`config.mk`:
```
export PLATFORM = sky130hd
export DESIGN_NAME = fpcmp_unit
export DESIGN_NICKNAME = d
export VERILOG_FILES = /design/src/rtl/fpcmp_pkg.sv /design/src/rtl/fpcmp_classify.sv /design/src/rtl/fpcmp_relate.sv /design/src/rtl/fpcmp_unit.sv
export SDC_FILE = /design/constraint.sdc
export NUM_CORES = 1
export LEC_CHECK = 0
export BUFFER_PORTS_ARGS = -buffer_cell sky130_fd_sc_hd__buf_2
export CORE_MARGIN = 10
export CORE_UTILIZATION = 30
export DETAILED_ROUTE_END_ITERATION = 8
export GPL_ROUTABILITY_DRIVEN = 0
export SLEW_MARGIN = 25
export SYNTH_ARGS = -nofsm -noshare
export SYNTH_HDL_FRONTEND = slang
export SYNTH_SLANG_ARGS = --single-unit
```
`constraint.sdc`:
```
create_clock -name clk -period 7.9 [get_ports clk]
set_clock_uncertainty 0.2 [all_clocks]
set_input_delay 1.58 -clock clk [delete_from_list [all_inputs] [get_ports clk]]
set_output_delay 1.58 -clock clk [all_outputs]
set_load 0.03 [all_outputs]
```
`src/rtl/fpcmp_pkg.sv`:
```
package fpcmp_pkg;
  localparam int EXP_W = 8;
  localparam int MAN_W = 23;
  localparam int FP_W  = 1 + EXP_W + MAN_W;
  localparam int RES_W = 32;

  // bit positions of the result word
  localparam int BIT_LT  = 0;
  localparam int BIT_EQ  = 1;
  localparam int BIT_GT  = 2;
  localparam int BIT_UN  = 3;
  localparam int BIT_DNA = 4;
  localparam int BIT_DNB = 5;

  typedef struct packed {
    logic sign;
    logic zero;
    logic denorm;
    logic nan;
    logic snan;
  } fp_kind_t;
endpackage

```
`src/rtl/fpcmp_classify.sv`:
```
module fpcmp_classify #(
  parameter int EXP_W = 8,
  parameter int MAN_W = 23
) (
  input  logic [EXP_W+MAN_W:0]   op,
  output fpcmp_pkg::fp_kind_t    kind,
  output logic [EXP_W+MAN_W-1:0] mag
);
  localparam int MSB = EXP_W + MAN_W;

  logic [EXP_W-1:0] expo;
  logic [MAN_W-1:0] frac;
  logic exp_max, exp_min, frac_nz;

  always_comb begin
    expo    = op[MSB-1 -: EXP_W];
    frac    = op[MAN_W-1:0];
    exp_max = &expo;
    exp_min = ~|expo;
    frac_nz = |frac;
    mag     = op[MSB-1:0];
    kind.sign   = op[MSB];
    kind.zero   = exp_min & ~frac_nz;
    kind.denorm = exp_min & frac_nz;
    kind.nan    = exp_max & frac_nz;
    kind.snan   = exp_max & frac_nz & ~frac[MAN_W-1];
  end
endmodule

```
`src/rtl/fpcmp_relate.sv`:
```
module fpcmp_relate #(
  parameter int MAG_W = 31
) (
  input  fpcmp_pkg::fp_kind_t kind_a,
  input  fpcmp_pkg::fp_kind_t kind_b,
  input  logic [MAG_W-1:0]    mag_a,
  input  logic [MAG_W-1:0]    mag_b,
  output logic                rel_lt,
  output logic                rel_eq,
  output logic                rel_gt,
  output logic                rel_un
);
  logic mag_less, mag_same;

  always_comb begin
    mag_less = mag_a < mag_b;
    mag_same = mag_a == mag_b;
    rel_lt = 1'b0;
    rel_eq = 1'b0;
    rel_gt = 1'b0;
    rel_un = 1'b0;
    if (kind_a.nan || kind_b.nan) begin
      rel_un = 1'b1;
    end else if (kind_a.zero && kind_b.zero) begin
      rel_eq = 1'b1;
    end else if (kind_a.sign != kind_b.sign) begin
      rel_lt = kind_a.sign;
      rel_gt = ~kind_a.sign;
    end else if (mag_same) begin
      rel_eq = 1'b1;
    end else if (kind_a.sign) begin
      rel_lt = ~mag_less;
      rel_gt = mag_less;
    end else begin
      rel_lt = mag_less;
      rel_gt = ~mag_less;
    end
  end
endmodule

```
`src/rtl/fpcmp_unit.sv`:
```
module fpcmp_unit
  import fpcmp_pkg::*;
(
  input  logic             clk,
  input  logic             rst_n,
  input  logic             in_valid,
  output logic             in_ready,
  input  logic [FP_W-1:0]  in_a,
  input  logic [FP_W-1:0]  in_b,
  output logic             out_valid,
  input  logic             out_ready,
  output logic [RES_W-1:0] out_result,
  output logic             out_summary,
  output logic             out_invalid,
  output logic             sticky_invalid
);
  localparam int MAG_W = FP_W - 1;

  logic [FP_W-1:0]  ops  [2];
  fp_kind_t         kind [2];
  logic [MAG_W-1:0] mag  [2];

  assign ops[0] = in_a;
  assign ops[1] = in_b;

  for (genvar g = 0; g < 2; g++) begin : g_cls
    fpcmp_classify #(.EXP_W(EXP_W), .MAN_W(MAN_W)) u_cls (
      .op  (ops[g]),
      .kind(kind[g]),
      .mag (mag[g])
    );
  end

  logic lt, eq, gt, un;
  fpcmp_relate #(.MAG_W(MAG_W)) u_rel (
    .kind_a(kind[0]),
    .kind_b(kind[1]),
    .mag_a (mag[0]),
    .mag_b (mag[1]),
    .rel_lt(lt),
    .rel_eq(eq),
    .rel_gt(gt),
    .rel_un(un)
  );

  logic [RES_W-1:0] word_nxt;
  logic             inv_nxt;
  logic             accept;

  always_comb begin
    word_nxt          = '0;
    word_nxt[BIT_LT]  = lt;
    word_nxt[BIT_EQ]  = eq;
    word_nxt[BIT_GT]  = gt;
    word_nxt[BIT_UN]  = un;
    word_nxt[BIT_DNA] = kind[0].denorm;
    word_nxt[BIT_DNB] = kind[1].denorm;
    // a quiet compare raises only invalid, and only for signaling NaNs
    inv_nxt = kind[0].snan | kind[1].snan;
  end

  assign in_ready = ~out_valid | out_ready;
  assign accept   = in_valid & in_ready;

  always_ff @(posedge clk) begin
    if (!rst_n) begin
      out_valid      <= 1'b0;
      out_result     <= '0;
      out_summary    <= 1'b0;
      out_invalid    <= 1'b0;
      sticky_invalid <= 1'b0;
    end else if (accept) begin
      out_valid   <= 1'b1;
      out_result  <= word_nxt;
      out_invalid <= inv_nxt;
      out_summary <= inv_nxt;
      if (inv_nxt) sticky_invalid <= 1'b1;
    end else if (out_ready) begin
      out_valid <= 1'b0;
    end
  end
endmodule

```
==> reports/qor.csv <==
metric,value,unit
synth-xor-area-share,0.00545,
area_delta_synth_final,25.5,%
crit_required,6.12,ns
path_class,input pin to primary output,
synth.avg_cell_area,7.30,µm²
p_leak,1.12,nW
cts_setup_buffers,0,
yosys_warnings,0,
synth_ff_type,dfxtp_1,
fin_setup_tns,0,ns
yosys.area_share.simple,0.274,
grt_pass1_wl,8.02,mm
vias,1705,
drv_slew,0,
synth_cell_types,38,
die_area,8680,µm²
reg2reg_to,out_result[0]$_SDFFE_PN0P_,
ys_seq_elements,9,
fmax,261,MHz
wire_per_inst,13.3,µm
dieHeight,93.2,µm
whs_endpoint,sticky_invalid$_SDFFE_PN0P_,
ys_seq_area_frac,0.112,
htreeDepth,1,
worstHoldStart,sticky_invalid$_SDFFE_PN0P_,
synth_top_family_by_area,simple AND/OR/NAND/NOR gates,
cp-end-kind,primary output,
initial_core_util,0.313,
fin_nets,399,
antenna_found_initial,0,
grt_max_degree,11,
die_x,93.2,µm
mostFrequentLayoutCell,buf_2,
rrSetupSlack,6.54,ns
cts_buffers,3,
ant_nets,0,
io_buffers,78,
cts_tree,yes,
synth_edf_count,0,
vdd_drop_max,0.0417,mV
final_cell_mix,"buf_2 (78), inv_1 (34), ha_1 (31), conb_1 (26)",
dr.first_iter.drc_count,50,
track_usage,0.109,
hold_violations,0,
synth_area,1610,µm²
crit_path_cell_trace,buf_2 > nand2b_1 > buf_2,
path_max_fanout,4,
root_buffer,clkbuf_8,
globalRouteOverflowTotal,0,
hold_path.class,register to register,
fillers,585,
viasPerCell,4.62,
hold-path-cell-count,1,
fin_cells,369,
syn_inst,220,
cpLargestDelayFamily,buffers and inverters,
cts_sinks,9,
timing.rr.start,out_valid$_SDFFE_PN0P_,
drive_above_1_share,0.298,
cp_common_cell,buf_2,
synthArstFlopShare,0,
rsz0062_at_grt,no,
antenna_cells,0,
synth_mux_area_frac,0.00935,
drt_wl_total,4.91,mm
cpPeakStageDelay,0.20,ns
cp_slowest_cell,buf_2,
ctsHoldBuffers,0,
period_share,0.484,
grt_pass1_vias,1866,
drcViolationCount,0,
clkTransAtPathRegs,0.05,ns
coreArea,5140,µm²
ios,105,
layout_min_cycle_time,3.83,ns
firstDrtPassIters,4,
finalSetupViolations,0,
cts_buffer_depth,2,
status,"complete, no violations",
synth_fa_ha_area_frac,0.241,
dp_hpwl,4.62,mm
row_count,26,
cp.arrival,2.05,ns
cp_num_buf_inv,2,
cap_violations,0,
powerDensity,96.4,nW/µm²
reg2reg_depth,6,
cts_resized,0,
synth-compound-area-share,0.147,
start_kind,input pin,
power.total,0.194,mW
clk_latency,0.23,ns
place_inst,365,
-- how the worst max path moves through the flow --
stage / startpoint / end / cells past startpoint
6_report: out_ready / in_ready / 3
5_1_grt: out_ready / in_ready / 3
4_1_cts: out_ready / in_ready / 3
3_5_place_dp: in_b[29] / out_result[2]$_SDFFE_PN0P_ / 10
3_3_place_gp: in_b[29] / out_result[2]$_SDFFE_PN0P_ / 10
2_1_floorplan: out_ready / in_ready / 1
-- stage by stage --
step	hold slack, ns	cell area (µm²)	setup slack, ns	util
after floorplan	0.412	1700	4.23	-
after global placement	0.245	1970	4.08	0.384
after detailed placement	0.254	1970	4.05	0.384
after CTS	0.264	2020	4.07	0.392
after global routing	0.291	2020	4.05	0.392
final	0.263	2020	4.07	0.392
-- Yosys cell counts, types with 2 or more instances --
cell type	instances	area, µm²
nand2_1	15	56.3
nor4_1	15	93.8
and3_1	2	12.5
o21ai_1	2	10.0
nand3_1	7	35.0
o21a_1	2	15.0
nor3_1	6	30.0
nand4_2	2	25.0
nand4_1	10	62.6
o21ai_0	7	35.0
nand2b_1	2	12.5
ha_1	31	388
nor2_1	11	41.3
nor2b_1	3	18.8
inv_1	34	128
a21oi_1	15	75.1
dfxtp_1	9	180
buf_4	27	203
-- worst reg2reg max path, stage by stage (launching register included) --
cell	delay, ns
dfxtp_1	0.31
nand2b_1	0.10
nand2_1	0.27
nand2_1	0.12
o21ai_0	0.09
nand2_1	0.07
a31oi_1	0.13
-- final cells by class --
cell class / instances / area [µm²] / share of cell area
multi-input combinational: 174 / 1190 / 0.588
inverter: 34 / 128 / 0.0633
timing repair buffer: 78 / 390 / 0.194
sequential: 9 / 180 / 0.0893
clock buffer: 4 / 45.0 / 0.0223
tap: 70 / 87.6 / 0.0434
-- kinds of logic after synthesis --
group,count (synthesis)
DFF,9
other,1
and+or+nand+nor,78
buffers and inverters,62
adders and majority gates,31
xor gates and xnor gates,1
muxes,1
AOI/OAI and AO/OA,37
-- metal layers --
metal  share of wire  vias to the layer above  global-route usage
met4           0.011                        0              0.0180
met1            0.45                      742               0.128
li1                -                      889                   -
met3           0.084                        4              0.0368
met2            0.46                       70               0.188
met5               0                        -                   0
-- where the power goes --
part | total, mW | leakage (nW) | switching, mW | internal, mW
Combinational | 0.0930 | 1.02 | 0.0583 | 0.0347
Clock | 0.0538 | 0.0228 | 0.0186 | 0.0352
Sequential | 0.0477 | 0.0733 | 0.000631 | 0.0470
Total | 0.194 | 1.12 | 0.0775 | 0.117
-- state kept, by name, summed over array words and instances, names as in the netlist --
signal and cells:
out_invalid 1, out_result 6, out_valid 1, sticky_invalid 1
(Power assumes the default switching activity.)
